[src/rtl/smooth_out_pkg.sv]
package smooth_out_pkg;

    localparam int BYTE_W = 8;

    // One queued byte together with its frame-start tag
    typedef struct packed {
        logic              sof;
        logic [BYTE_W-1:0] data;
    } ob_entry_t;

    typedef enum logic {
        MODE_GAP    = 1'b0,
        MODE_SMOOTH = 1'b1
    } pace_mode_e;

    // Serial bit selection for a given bit slot and ordering
    function automatic logic pick_bit(input logic [BYTE_W-1:0] b,
                                      input logic [2:0]        idx,
                                      input logic              lsb_first);
        logic [2:0] sel;
        sel = lsb_first ? idx : (3'd7 - idx);
        return b[sel];
    endfunction

endpackage

[src/rtl/smooth_out_fifo.sv]
module smooth_out_fifo
    import smooth_out_pkg::*;
#(
    parameter int DEPTH = 32,
    localparam int PTR_W = $clog2(DEPTH),
    localparam int LVL_W = $clog2(DEPTH + 1)
) (
    input  logic             clk,
    input  logic             rst,
    input  logic             wr_en,
    input  ob_entry_t        wr_entry,
    input  logic             rd_en,
    output ob_entry_t        rd_entry,
    output logic             empty,
    output logic             full,
    output logic [LVL_W-1:0] level,
    output logic             ovf_flag
);

    ob_entry_t        mem [DEPTH];
    logic [PTR_W-1:0] wr_ptr;
    logic [PTR_W-1:0] rd_ptr;
    logic             push;

    assign empty    = (level == '0);
    assign full     = (level == LVL_W'(DEPTH));
    assign push     = wr_en && !full;
    assign rd_entry = mem[rd_ptr];

    function automatic logic [PTR_W-1:0] ptr_inc(input logic [PTR_W-1:0] p);
        return (p == PTR_W'(DEPTH - 1)) ? '0 : p + 1'b1;
    endfunction

    always_ff @(posedge clk) begin
        if (push) begin
            mem[wr_ptr] <= wr_entry;
        end
    end

    always_ff @(posedge clk) begin
        if (rst) begin
            wr_ptr   <= '0;
            rd_ptr   <= '0;
            level    <= '0;
            ovf_flag <= 1'b0;
        end else begin
            if (push) begin
                wr_ptr <= ptr_inc(wr_ptr);
            end
            if (rd_en) begin
                rd_ptr <= ptr_inc(rd_ptr);
            end
            case ({push, rd_en})
                2'b10:   level <= level + 1'b1;
                2'b01:   level <= level - 1'b1;
                default: level <= level;
            endcase
            if (wr_en && full) begin
                ovf_flag <= 1'b1;
            end
        end
    end

endmodule

[src/rtl/smooth_out_pacer.sv]
module smooth_out_pacer
    import smooth_out_pkg::*;
#(
    parameter int SLOT_CYCLES = 16,
    parameter int FRAME_DATA  = 188,
    parameter int FRAME_SLOTS = 204,
    localparam int SC_W  = $clog2(SLOT_CYCLES),
    localparam int ACC_W = $clog2(FRAME_SLOTS + FRAME_DATA) + 1,
    localparam int RUN_W = $clog2(FRAME_DATA + 1)
) (
    input  logic            clk,
    input  logic            rst,
    input  pace_mode_e      mode,
    input  ob_entry_t       head,
    input  logic            empty,
    output logic            pop,
    output logic            go,
    output logic            slot_end,
    output logic [SC_W-1:0] phase
);

    logic [SC_W-1:0]  sc;
    logic [ACC_W-1:0] acc;
    logic [ACC_W-1:0] acc_sum;
    logic             hit;
    logic [RUN_W-1:0] run_cnt;
    logic             locked;
    logic             armed;
    logic             drop;

    assign phase    = sc;
    assign slot_end = (sc == SC_W'(SLOT_CYCLES - 1));
    assign acc_sum  = acc + ACC_W'(FRAME_DATA);
    assign hit      = (acc_sum >= ACC_W'(FRAME_SLOTS));

    always_comb begin
        if (mode == MODE_SMOOTH) begin
            armed = locked;
            go    = slot_end && hit && !empty && (locked || head.sof);
        end else begin
            armed = (run_cnt != '0);
            go    = slot_end && !empty && (armed || head.sof);
        end
        // untagged bytes outside an open frame are flushed at once
        drop = !empty && !head.sof && !armed;
        pop  = go || drop;
    end

    always_ff @(posedge clk) begin
        if (rst) begin
            sc <= '0;
        end else if (slot_end) begin
            sc <= '0;
        end else begin
            sc <= sc + 1'b1;
        end
    end

    always_ff @(posedge clk) begin
        if (rst) begin
            acc <= '0;
        end else if (slot_end) begin
            acc <= hit ? (acc_sum - ACC_W'(FRAME_SLOTS)) : acc_sum;
        end
    end

    always_ff @(posedge clk) begin
        if (rst) begin
            run_cnt <= '0;
            locked  <= 1'b0;
        end else if (mode == MODE_SMOOTH) begin
            run_cnt <= '0;
            if (go && head.sof) begin
                locked <= 1'b1;
            end
        end else begin
            locked <= 1'b0;
            if (go) begin
                run_cnt <= armed ? (run_cnt - 1'b1) : RUN_W'(FRAME_DATA - 1);
            end
        end
    end

endmodule

[src/rtl/smooth_out_fmt.sv]
module smooth_out_fmt
    import smooth_out_pkg::*;
#(
    parameter int SLOT_CYCLES = 16,
    localparam int SC_W     = $clog2(SLOT_CYCLES),
    localparam int HALF     = SLOT_CYCLES / 2,
    localparam int BIT_CYC  = SLOT_CYCLES / 8,
    localparam int BIT_HALF = BIT_CYC / 2
) (
    input  logic              clk,
    input  logic              rst,
    input  logic              slot_end,
    input  logic              load,
    input  ob_entry_t         load_entry,
    input  logic [SC_W-1:0]   phase,
    input  logic              ser_en,
    input  logic              lsb_first,
    output logic              out_clk,
    output logic [BYTE_W-1:0] out_data,
    output logic              out_bit,
    output logic              out_sof
);

    ob_entry_t       cur;
    logic            busy;
    logic [2:0]      bidx;
    logic [SC_W-1:0] sub;
    logic            par_clk;
    logic            ser_clk;

    always_ff @(posedge clk) begin
        if (rst) begin
            busy <= 1'b0;
            cur  <= '0;
        end else if (slot_end) begin
            busy <= load;
            if (load) begin
                cur <= load_entry;
            end
        end
    end

    assign bidx    = 3'(phase / SC_W'(BIT_CYC));
    assign sub     = phase % SC_W'(BIT_CYC);
    assign par_clk = busy && (phase >= SC_W'(HALF));
    assign ser_clk = busy && (sub >= SC_W'(BIT_HALF));

    always_comb begin
        out_data = cur.data;
        if (ser_en) begin
            out_clk = ser_clk;
            out_bit = busy && pick_bit(cur.data, bidx, lsb_first);
            out_sof = busy && cur.sof && (bidx == 3'd0);
        end else begin
            out_clk = par_clk;
            out_bit = 1'b0;
            out_sof = busy && cur.sof;
        end
    end

endmodule

[src/rtl/smooth_out_clkgen.sv]
module smooth_out_clkgen
    import smooth_out_pkg::*;
#(
    parameter int SLOT_CYCLES = 16,
    parameter int FRAME_DATA  = 188,
    parameter int FRAME_SLOTS = 204,
    parameter int FIFO_DEPTH  = 32,
    localparam int SC_W  = $clog2(SLOT_CYCLES),
    localparam int LVL_W = $clog2(FIFO_DEPTH + 1)
) (
    input  logic       clk,
    input  logic       rst,
    input  logic       pace_smooth,
    input  logic       ser_en,
    input  logic       lsb_first,
    input  logic       in_valid,
    input  logic [7:0] in_data,
    input  logic       in_sof,
    output logic       out_clk,
    output logic [7:0] out_data,
    output logic       out_bit,
    output logic       out_sof,
    output logic       ovf_flag
);

    ob_entry_t        wr_entry;
    ob_entry_t        head;
    logic             fifo_empty;
    logic             fifo_full;
    logic [LVL_W-1:0] fifo_level;
    logic             fifo_pop;
    logic             byte_go;
    logic             slot_end;
    logic [SC_W-1:0]  phase;
    pace_mode_e       mode;

    assign wr_entry = '{sof: in_sof, data: in_data};
    assign mode     = pace_smooth ? MODE_SMOOTH : MODE_GAP;

    smooth_out_fifo #(.DEPTH(FIFO_DEPTH)) u_fifo (
        .clk      (clk),
        .rst      (rst),
        .wr_en    (in_valid),
        .wr_entry (wr_entry),
        .rd_en    (fifo_pop),
        .rd_entry (head),
        .empty    (fifo_empty),
        .full     (fifo_full),
        .level    (fifo_level),
        .ovf_flag (ovf_flag)
    );

    smooth_out_pacer #(
        .SLOT_CYCLES (SLOT_CYCLES),
        .FRAME_DATA  (FRAME_DATA),
        .FRAME_SLOTS (FRAME_SLOTS)
    ) u_pacer (
        .clk      (clk),
        .rst      (rst),
        .mode     (mode),
        .head     (head),
        .empty    (fifo_empty),
        .pop      (fifo_pop),
        .go       (byte_go),
        .slot_end (slot_end),
        .phase    (phase)
    );

    smooth_out_fmt #(.SLOT_CYCLES(SLOT_CYCLES)) u_fmt (
        .clk        (clk),
        .rst        (rst),
        .slot_end   (slot_end),
        .load       (byte_go),
        .load_entry (head),
        .phase      (phase),
        .ser_en     (ser_en),
        .lsb_first  (lsb_first),
        .out_clk    (out_clk),
        .out_data   (out_data),
        .out_bit    (out_bit),
        .out_sof    (out_sof)
    );

endmodule

[config.mk]
export PLATFORM = sky130hd
export DESIGN_NAME = smooth_out_clkgen
export DESIGN_NICKNAME = d
export VERILOG_FILES = /design/src/rtl/smooth_out_pkg.sv /design/src/rtl/smooth_out_fifo.sv /design/src/rtl/smooth_out_pacer.sv /design/src/rtl/smooth_out_fmt.sv /design/src/rtl/smooth_out_clkgen.sv
export SDC_FILE = /design/constraint.sdc
export NUM_CORES = 1
export LEC_CHECK = 0
export BUFFER_PORTS_ARGS = -buffer_cell sky130_fd_sc_hd__clkbuf_2
export CAP_MARGIN = 20
export CORE_MARGIN = 10
export CORE_UTILIZATION = 56
export CTS_CLUSTER_DIAMETER = 60
export DETAILED_ROUTE_END_ITERATION = 7
export PLACE_DENSITY = 0.79
export SYNTH_ARGS = -nofsm -noshare
export SYNTH_HDL_FRONTEND = slang
export SYNTH_SLANG_ARGS = --single-unit
[constraint.sdc]
create_clock -name clk -period 4.2 [get_ports clk]
set_input_delay 0.84 -clock clk [delete_from_list [all_inputs] [get_ports clk]]
set_output_delay 0.84 -clock clk [all_outputs]
set_load 0.01 [all_outputs]
==> key figures, run 1 <==
Route
  – DR iter-0 viols: between 800 and 900
  – Detailed-route wire length: a little under 30000 um
  – Routed Antenna Nets: 0
  – Max Used Layer: met4
  – Met3 routed wirelength: between 2000 and 2500 um
  – M1 WL: between 10000 and 15000 um
  – DRC Markers: 0
  – Vias per cell: 6.28
  – Total number of vias: between 7k and 8k
  – WL per Instance: between 20 and 25 um
  – Met2 WL: between 10000 and 15000 um
  – Router iterations before antenna repair: 5

Synthesis
  – Asr flop ratio synth: 0
  – Number of flops mapped to enable cells by yosys: 288
  – Synthesized Nets: between 800 and 900
  – #FFs+latches synth: around 340
  – Seq/Total Area, Yosys: 0.686
  – Syn Area/Cell: between 15 and 20 sq um
  – Post-synthesis instance area: ~0.014 sq mm
  – Unique masters post-synth: 64
  – Post-synth top flop: edfxtp_1
  – Yosys warning count: 0
  – Post-Syn Instances: between 800 and 900

Worst setup path
  – CP max FO: 39
  – Crit Path Category: flop to flop
  – Arr. time, crit path: 4.27 ns
  – CP endpoint kind: flop
  – Startpoint Class: flop
  – Worst EP required: between 4 and 5 ns
  – Worst reg-to-reg path cell count: 15
  – RR Endpoint: u_fifo.level[5]
  – R2r setup slk: about 0.29 ns

Die
  – FP Rows: 58
  – Die area: approximately 0.032 sq mm
  – Ports: 27
  – Die Width: about 180 um
  – Die Y: 179 um
  – Core ar.: between 0.02 and 0.03 sq mm
  – Starting Density: 0.565

Clock tree
  – # hold bufs at CTS: 0
  – Clock Sinks: ~340
  – Max clock buf depth: 3
  – CTS H-tree depth: 2
  – Reg clk slew, reported paths: around 0.060 ns
  – Root Buffer: clkbuf_16
  – Number of CTS-inserted buffers: 36
  – TritonCTS clock tree: done
  – Clock latency on the worst-skew pair: roughly 0.53 ns

Layout
  – P&R area growth vs syn: 11.5%
  – Fillcell total: 1667
  – Commonest cells after routing, fill and taps aside: edfxtp_1, mux4_2, nor2_1, dfxtp_1, clkbuf_16
  – Layout Nets: slightly below 900
  – Commonest non-fill, non-tap cell in the layout: edfxtp_1
  – Area of the multi-input gates: between 0.004 and 0.005 sq mm
  – Share of cells above drive strength 1: 0.228
  – Antenna cells: 0
  – Seq. cell area: just under 0.01 sq mm
  – Fin util: 0.630

Timing
  – RSZ-0062 raised after global routing: false
  – Setup TNS Final: 0 ns
  – Final Max Tran Viols: 0
  – Slew at the pin with the worst max-slew slack: slightly below 1 ns
  – Setup ws final: around 0.29 ns
  – Period minus WS final: around 3.9 ns
  – Max frequency: approximately 0.26 GHz
  – Clock skew: approximately 0.029 ns
  – Max_slew headroom: 0.341
  – Period utilization: 0.932
  – Fin. Hold Viols: 0
  – Final setup fails: 0

Placement
  – Buffers on Ports: 26
  – GP Congestion: around 0.84
  – DP HPWL: 18100 um
  – Place WS: about 0.24 ns

Global routing
  – Largest net degree at the start of global routing: between 40 and 50
  – Antenna violations before repair: 1
  – First-pass GRT wire length: around 45000 um
  – Grt total ovfl: 0
  – Vias in the first global route: around 7.6k
  – GRT Total Usage: 0.187

Pwr
  – Leak pwr: ~5 nW
  – Peak supply drop: just over 0.0003 V
  – P per Cell Area: between 500 and 600 mW/mm^2

Flow run
  – Max Cap Viol: 0

Hold path
  – Hold Path Depth: 1
  – Worst Hold Endpoint: u_pacer.run_cnt[7]
  – Hold crit path type: flop to flop
  – Start point of the worst min-delay path: u_pacer.run_cnt[7]

Outcome
  – Status: completed
-- through the flow --
step | instance area (sq um) | instances | hold WS (ns) | total power, mW
2_1_floorplan | 14100 | 833 | 0.429 | 4.88
3_5_place_dp | 14500 | 1153 | 0.457 | 5.26
6_report | 15800 | 1220 | 0.472 | 8.39
5_1_grt | 15800 | 1220 | 0.505 | 8.67
3_3_place_gp | 14500 | 1153 | 0.448 | 5.22
4_1_cts | 15700 | 1219 | 0.467 | 8.41
-- power by group --
part	switching (mW)	internal, mW
Combinational	0.694	0.703
Clock	1.27	1.88
Sequential	0.104	3.74
-- synth_stat cells, drive strengths merged (3+ instances only) --
library cell / count / area [sq um]
nor2: 86 / 325
or3: 13 / 88.8
nor2b: 6 / 37.5
edfxtp: 288 / 8650
nand2: 32 / 120
dfxtp: 53 / 1060
xnor2: 13 / 114
o21ai: 19 / 95.1
o22ai: 3 / 18.8
buf: 36 / 228
ha: 14 / 175
and3: 5 / 31.3
nand2b: 3 / 18.8
a211oi: 19 / 148
nand3: 8 / 40.0
or4: 4 / 30.0
nor3: 10 / 50.1
inv: 16 / 60.1
clkbuf: 17 / 63.8
a211o: 3 / 27.5
nand3b: 4 / 30.0
a21oi: 27 / 135
or2: 3 / 18.8
xor2: 8 / 70.1
a31oi: 6 / 37.5
mux4: 90 / 2030
mux2i: 13 / 130
or3b: 3 / 26.3
-- worst max-delay path by stage --
stage / start / end / slack [ns] / cells after the start
6_report: flop / u_fifo.level[5] / 0.29 / 15
5_1_grt: flop / u_fifo.level[4] / 0.008 / 16
4_1_cts: flop / u_fifo.level[5] / 0.23 / 14
3_5_place_dp: flop / u_fifo.level[4] / 0.24 / 14
3_3_place_gp: u_pacer.acc[2] / u_fifo.level[5] / 0.36 / 16
2_1_floorplan: u_pacer.acc[2] / u_fifo.level[4] / 0.20 / 20
-- cells by family after synthesis --
logic type / synth area share
DFF: 0.686
AOI/OAI and AO/OA: 0.0477
adders and majority gates: 0.0124
muxes: 0.153
and+or+nand+nor: 0.0620
xor gates and xnor gates: 0.0130
buffers and inverters: 0.0251
-- per-layer routing --
metal / vias to the layer above / GRT usage
met2: 367 / 0.296
met1: 3876 / 0.253
li1: 3359 / -
met3: 54 / 0.0381
met4: 0 / 0.0679
met5: - / 0
-- state kept, by name, summed over array words and instances, names as in the netlist, 4 cells and up, named ones only --
name / flops
u_pacer.phase: 4
u_pacer.acc: 8
u_fifo.rd_ptr: 5
u_fifo.level: 6
u_pacer.run_cnt: 8
u_fifo.wr_ptr: 5
u_fifo.mem: 288
u_fmt.out_data: 8
-- worst max-delay path, stage by stage, from the launching register on --
cell,delay (ns)
dfxtp_4,0.50
buf_12,0.28
mux4_2,0.35
o211ai_1,0.17
o22ai_1,0.20
a211oi_1,0.41
o21ba_1,0.22
inv_1,0.09
ha_1,0.33
a21oi_1,0.19
nor2_1,0.07
a211o_1,0.28
a211o_1,0.29
a21oi_1,0.17
xnor2_1,0.14
nor2_1,0.05
-- cell type report --
class / instances / share of cell area
clock buffer: 49 / 0.0636
timing repair buffer: 44 / 0.0187
tap: 330 / 0.0262
clock inverter: 17 / 0.0120
sequential: 341 / 0.616
multi-input combinational: 422 / 0.259
inverter: 17 / 0.00405
-- what timing repair did --
| item | 4_1_cts | 5_1_grt |
|---|---|---|
| setup buffers | 0 | 1 |
| gates resized for setup | 0 | 2 |
| setup endpoints to repair | 0 | 3 |
| endpoints found under the hold margin | 0 | 0 |
Note: power is estimated with default switching activity, not from simulation.
==> inputs of run 2 (changes only) <==
- PLACE_DENSITY: 0.79 -> 0.75
==> key figures, run 2 (synthesized netlist as in run 1, its figures left out) <==
Die
  – Starting Density: 0.565 (unchanged)
  – Die Y: 179 um (unchanged)
  – Core ar.: 0.0250 sq mm (unchanged)
  – Ports: 27 (unchanged)
  – Die Width: 179 um (unchanged)
  – FP Rows: 58 (unchanged)
  – Die area: 0.0320 sq mm (unchanged)

Route
  – WL per Instance: 23.0 um (-5.1%)
  – Router iterations before antenna repair: 5 (unchanged)
  – Routed Antenna Nets: 0 (unchanged)
  – DR iter-0 viols: 622 (-24%)
  – Total number of vias: 7403 (-3.3%)
  – DRC Markers: 0 (unchanged)
  – Detailed-route wire length: 28000 um (-5.4%)
  – Vias per cell: 6.09 (-3.0%)

Worst setup path
  – Critical-path top delay cell: or3b_2
  – CP endpoint kind: flop
  – Worst path max stage delay: 0.50 ns (about the same)
  – Arr. time, crit path: 4.19 ns (-0.08 ns)
  – Crit Path Category: flop to flop
  – Startpoint Class: flop
  – Critical Path, Cell by Cell: inv_1, ha_2, or3b_2, a21oi_2, xor2_1, a41o_1, o21ba_1, inv_1, ha_1, nand2b_1, o22ai_1, a211o_1, a211o_1, a21oi_1, xnor2_1, nor2_1
  – Worst EP required: 4.56 ns (about the same)
  – CP max FO: 9 (-77%)

Layout
  – Commonest cells after routing, fill and taps aside: edfxtp_1, mux4_2, nor2_1, dfxtp_1, clkbuf_16
  – Fin cells: 1216 (-0.33%)
  – Layout Nets: 890 (-0.11%)
  – Largest register FFs: 288 (unchanged)
  – Antenna cells: 0 (unchanged)
  – Fin util: 0.625 (-0.00465)
  – Top reg by flops: u_fifo.mem
  – Commonest non-fill, non-tap cell in the layout: edfxtp_1
  – P&R area growth vs syn: 10.6%
  – Share of cells above drive strength 1: 0.228 (about the same)

Clock tree
  – Max clock buf depth: 3 (unchanged)
  – Root Buffer: clkbuf_16
  – Clock latency on the worst-skew pair: 0.51 ns (-0.02 ns)
  – Total setup buffers inserted after CTS: 0 (unchanged)
  – TritonCTS clock tree: done
  – Number of CTS-inserted buffers: 36 (unchanged)
  – Reg clk slew, reported paths: 0.06 ns (about the same)
  – # hold bufs at CTS: 0 (unchanged)
  – CTS H-tree depth: 2 (unchanged)
  – Clock Sinks: 341 (unchanged)

Placement
  – Placed insts: 1153 (unchanged)
  – DP HPWL: 17300 um (-4.3%)
  – GP Congestion: 0.821 (-2.8%)
  – Buffers on Ports: 26 (unchanged)

Timing
  – Final Max Tran Viols: 0 (unchanged)
  – RSZ-0062 raised after global routing: false
  – Period minus WS final: 3.83 ns (-0.0858 ns)
  – Clock skew: 0.0147 ns (-0.0141 ns)
  – Fin. Hold Viols: 0 (unchanged)
  – Period utilization: 0.912 (-0.0204)
  – Max frequency: 0.261 GHz (+2.2%)
  – Slew at the pin with the worst max-slew slack: 0.993 ns (+0.00750 ns)
  – Setup TNS Final: 0 ns (unchanged)
  – Max_slew headroom: 0.336 (-0.00502)
  – Final setup fails: 0 (unchanged)

Outcome
  – Status: completed

Global routing
  – Largest net degree at the start of global routing: 43 (unchanged)
  – First-pass GRT wire length: 44400 um (-1.9%)
  – Grt total ovfl: 0 (unchanged)
  – Antenna violations before repair: 0 (-1)
  – Vias in the first global route: 7567 (-0.34%)
  – GRT Total Usage: 0.182 (-0.00511)

Pwr
  – P per Cell Area: 520 mW/mm^2 (-2.3%)
  – Leak pwr: 5.01 nW (-0.91%)
  – Peak supply drop: 0.000409 V (+34%)

Hold path
  – Hold crit path type: flop to flop

Flow run
  – Max Cap Viol: 0 (unchanged)
[run 2: cell type report]
cell class,count,area [sq um]
Timing Repair Buffer,43,258
Fill cell,1755,9390
Clock inverter,15,151
Clock buffer,48,956
Inverter,17,63.8
Sequential cell,341,9720
Multi-Input combinational cell,422,4090
Tap cell,330,413
[run 2: repair_timing]
item / CTS / global route
endpoints found under the setup margin: 0 / 3
endpoints found under the hold margin: 0 / 0
gates resized for setup: 0 / 3
[run 2: path summary, 6_finish.rpt]
path,to,depth (start not counted),start,slack [ns]
worst max register to register,u_fifo.level[5],16,u_pacer.acc[3],0.37
worst min register to register,u_pacer.run_cnt[7],1,u_pacer.run_cnt[7],0.47
worst min-delay path,u_pacer.run_cnt[7],1,u_pacer.run_cnt[7],0.47
worst max-delay path,u_fifo.level[5],16,u_pacer.acc[3],0.37
[run 2: per-layer routing]
layer,part of all wire,global-route usage,up-vias,wire [um]
met5,0,0,-,0
met4,0.015,0.0420,0,421
met3,0.064,0.0345,40,1800
met2,0.49,0.289,257,13600
met1,0.43,0.257,3758,12200
li1,-,-,3348,-
[run 2: critical path: cells and delay by family (launching register included)]
family / cells / cell delay [ns]
DFF: 1 / 0.38
xor gates and xnor gates: 2 / 0.34
adders and majority gates: 2 / 0.59
AOI/OAI and AO/OA: 7 / 1.50
and+or+nand+nor: 3 / 0.67
buffers and inverters: 2 / 0.18
[run 2: power by group]
group / switching [mW] / total [mW] / internal, mW
sequential: 0.115 / 3.85 / 3.74
clock: 1.24 / 2.97 / 1.74
combinational: 0.640 / 1.31 / 0.669
total: 1.99 / 8.14 / 6.14
[run 2: through the flow]
step	hold WS [ns]	instance area [sq um]	setup WS, ns	power [mW]
2_1_floorplan	0.429	14100	0.202	4.88
3_3_place_gp	0.449	14500	0.411	5.21
3_5_place_dp	0.447	14500	0.273	5.23
4_1_cts	0.464	15600	0.241	8.20
5_1_grt	0.507	15600	0.0292	8.46
6_report	0.471	15600	0.371	8.14
==> inputs of run 3 (changes only) <==
- SYNTH_HIERARCHICAL: unset -> 1
==> key figures, run 3 <==
Outcome
  – Status: completed

Pwr
  – Peak supply drop: 0.000394 V (-3.6%)
  – Internal power: 6.21 mW (+1.1%)
  – Switching Share: 0.250 (+0.00468)
  – Comb pwr share: 0.152 (-0.009)
  – Switching Power: 2.07 mW (+3.7%)
  – Clock share of power: 0.383 (+0.017)
  – Sequential share of power: 0.466 (-0.007)
  – Leak pwr: 5.16 nW (+3.0%)
  – P per Cell Area: 518 mW/mm^2 (-0.27%)

Timing
  – Slew at the pin with the worst max-slew slack: 1.07 ns (+0.0724 ns)
  – Period utilization: 0.923 (+0.0116)
  – Fin. Hold Viols: 0 (unchanged)
  – Final Max Tran Viols: 0 (unchanged)
  – Max_slew headroom: 0.287 (-0.0485)
  – Setup TNS Final: 0 ns (unchanged)
  – Max frequency: 0.258 GHz (-1.3%)
  – Final setup fails: 0 (unchanged)
  – RSZ-0062 raised after global routing: false
  – Period minus WS final: 3.88 ns (+0.0486 ns)
  – Clock skew: 0.0259 ns (+0.0111 ns)

Synthesis
  – Post-synth top flop: edfxtp_1
  – Synthesized Nets: 977 (+13%)
  – Complex-gate fraction of the synthesized area: 0.0770 (+0.0294)
  – Top-count cell post-synth: edfxtp_1
  – Largest cells by area after synthesis: edfxtp_1, dfxtp_1, mux4_2, mux2i_1, nor2_1
  – Mux cell area share after synthesis: 0.117 (-0.0362)
  – Post-synthesis simple-gate area fraction: 0.0815 (+0.0195)
  – Seq/Total Area, Yosys: 0.678 (-0.00869)
  – Synth Area in XOR/XNOR: 0.00908 (-0.00392)
  – Number of flops mapped to enable cells by yosys: 288 (unchanged)
  – Largest area contributor in the netlist: edfxtp_1
  – Yosys warning count: 6 (+6)
  – Post-Syn Instances: 947 (+14%)
  – Syn Area/Cell: 15.1 sq um (-11%)
  – Asr flop ratio synth: 0 (unchanged)
  – Post-Synth Adder-Cell Area: 0.0131 (+0.000717)
  – Post-synthesis instance area: 0.0143 sq mm (+1.3%)
  – Unique masters post-synth: 82 (+28%)
  – Largest family of logic cells by synthesized area: multiplexers
  – Post-synth top area share: 0.604 (-0.00774)
  – #FFs+latches synth: 341 (unchanged)
  – Synth top cells by count: edfxtp_1, mux2i_1, nor2_1, dfxtp_1, nand2_1

Global routing
  – Antenna violations before repair: 0 (unchanged)
  – Met1 Use GR: 0.232 (-0.0247)
  – GRT Total Usage: 0.178 (-0.00347)
  – Vias in the first global route: 8221 (+8.6%)
  – Largest net degree at the start of global routing: 44 (+2.3%)
  – First-pass GRT wire length: 46400 um (+4.3%)
  – GR Util met3: 0.0337 (-0.000806)
  – Met2 Use GR: 0.301 (+0.0119)
  – Grt total ovfl: 0 (unchanged)
  – GRT Max-Usage Layer: met2

Clock tree
  – CTS resizes: 0 (unchanged)
  – Number of CTS-inserted buffers: 37 (+2.8%)
  – Clock latency on the worst-skew pair: 0.53 ns (+0.02 ns)
  – Clock Sinks: 341 (unchanged)
  – Root Buffer: clkbuf_16
  – Reg clk slew, reported paths: 0.06 ns (about the same)
  – CTS H-tree depth: 2 (unchanged)
  – Total setup buffers inserted after CTS: 0 (unchanged)
  – TritonCTS clock tree: done
  – # hold bufs at CTS: 0 (unchanged)
  – Max clock buf depth: 3 (unchanged)

Layout
  – Top reg by flops: u_fifo/mem
  – Antenna cells: 0 (unchanged)
  – Commonest cells after routing, fill and taps aside: edfxtp_1, mux2i_1, nor2_1, dfxtp_1, nand2_1
  – Layout Nets: 1010 (+13%)
  – Commonest non-fill, non-tap cell in the layout: edfxtp_1
  – P&R area growth vs syn: 11.4%
  – Share of cells above drive strength 1: 0.163 (-0.0651)
  – Fin cells: 1337 (+10%)
  – Largest register FFs: 288 (unchanged)

Route
  – Vias per cell: 6.20 (+1.8%)
  – Detailed-route wire length: 29600 um (+5.8%)
  – DR iter-0 viols: 763 (+23%)
  – WL per Instance: 22.1 um (-3.8%)
  – Routed Antenna Nets: 0 (unchanged)
  – Total number of vias: 8285 (+12%)
  – Router iterations before antenna repair: 5 (unchanged)
  – DRC Markers: 0 (unchanged)

Die
  – Core ar.: 0.0252 sq mm (+0.58%)
  – Ports: 27 (unchanged)
  – Die Y: 180 um (+0.57%)
  – Starting Density: 0.569 (+0.00395)
  – Die Width: 180 um (+0.57%)
  – Die area: 0.0324 sq mm (+1.1%)
  – FP Rows: 58 (unchanged)

Worst setup path
  – Worst EP required: 4.62 ns (+0.06 ns)
  – Startpoint Class: flop
  – Worst reg-to-reg path cell count: 15 (-1)
  – CP max FO: 12 (+3)
  – CP endpoint kind: flop
  – Arr. time, crit path: 4.30 ns (+0.11 ns)
  – Crit Path Category: flop to flop

Placement
  – GP Congestion: 0.855 (+4.1%)
  – Placed insts: 1271 (+10%)
  – DP HPWL: 18400 um (+5.9%)
  – Buffers on Ports: 26 (unchanged)

Flow run
  – Max Cap Viol: 0 (unchanged)

Hold path
  – Hold Path Depth: 2 (+1)
  – Hold crit path type: flop to flop
[run 3: cell count changes after synthesis, sizes merged, moves of 10 or more]
cell	before	now
mux2i	13	78
nand3	8	38
mux4	90	36
a221oi	0	10
nand2	32	47
nor2	86	76
a211oi	19	3
a21oi	27	41
a22oi	0	37
[run 3: path summary, 6_finish.rpt]
check,from,to,slack (ns)
worst max register to register,u_pacer/acc[2],u_fifo/level[3],0.32
worst min register to register,u_fmt/cur[8],u_fmt/cur[8],0.46
worst min-delay path,u_fmt/cur[8],u_fmt/cur[8],0.46
worst max-delay path,u_pacer/acc[2],u_fifo/level[3],0.32
[run 3: stage by stage]
stage	area [sq um]	hold slack, ns	total power [mW]	util	setup WS, ns
6_report	16000	0.465	8.28	0.634	0.323
5_1_grt	16000	0.492	8.58	0.634	0.0202
4_1_cts	16000	0.461	8.33	0.634	0.250
3_5_place_dp	14800	0.453	5.18	0.586	0.283
3_3_place_gp	14800	0.449	5.16	0.586	0.303
2_1_floorplan	14300	0.436	4.82	-	0.0155
[run 3: area by class of cell]
cell class | count | area (sq um)
clock buffer | 47 | 973
clock inverter | 19 | 224
fill | 1763 | 9220
inverter | 17 | 66.3
multi-input combinational | 535 | 4280
sequential | 341 | 9710
tap | 330 | 413
timing repair buffer | 48 | 295
[run 3: worst max-delay path, cell delays in order, from the launching register on]
cell and delay [ns]:
dfxtp_1 0.51, inv_1 0.12, ha_1 0.30, a21boi_1 0.40, nor4_1 0.13, a311oi_2 0.24, nor2_1 0.15, o21a_1 0.21
o32ai_1 0.15, buf_4 0.22, ha_1 0.19, buf_4 0.18, or4b_1 0.47, a31oi_1 0.23, a21oi_1 0.09, a31o_1 0.19
[run 3: power by group through the flow]
stage / Sequential (mW) / Clock, mW / Combinational (mW)
floorplan: 3.88 / 0 / 0.941
global placement: 3.92 / 0 / 1.24
global route: 3.87 / 3.34 / 1.38
detailed placement: 3.92 / 0 / 1.26
CTS: 3.85 / 3.22 / 1.26
finish: 3.85 / 3.17 / 1.26
[run 3: cells by family after synthesis]
group	count (synthesis)
compound gates	151
flops	341
xor+xnor	14
buf+inv	71
simple gates	234
mux	121
fa+ha+maj	15
[run 3: metal layers]
metal | part of all wire | up-vias
met2 | 0.50 | 258
met4 | 0.018 | 0
met1 | 0.42 | 4203
met3 | 0.062 | 47
met5 | 0 | -
li1 | - | 3777
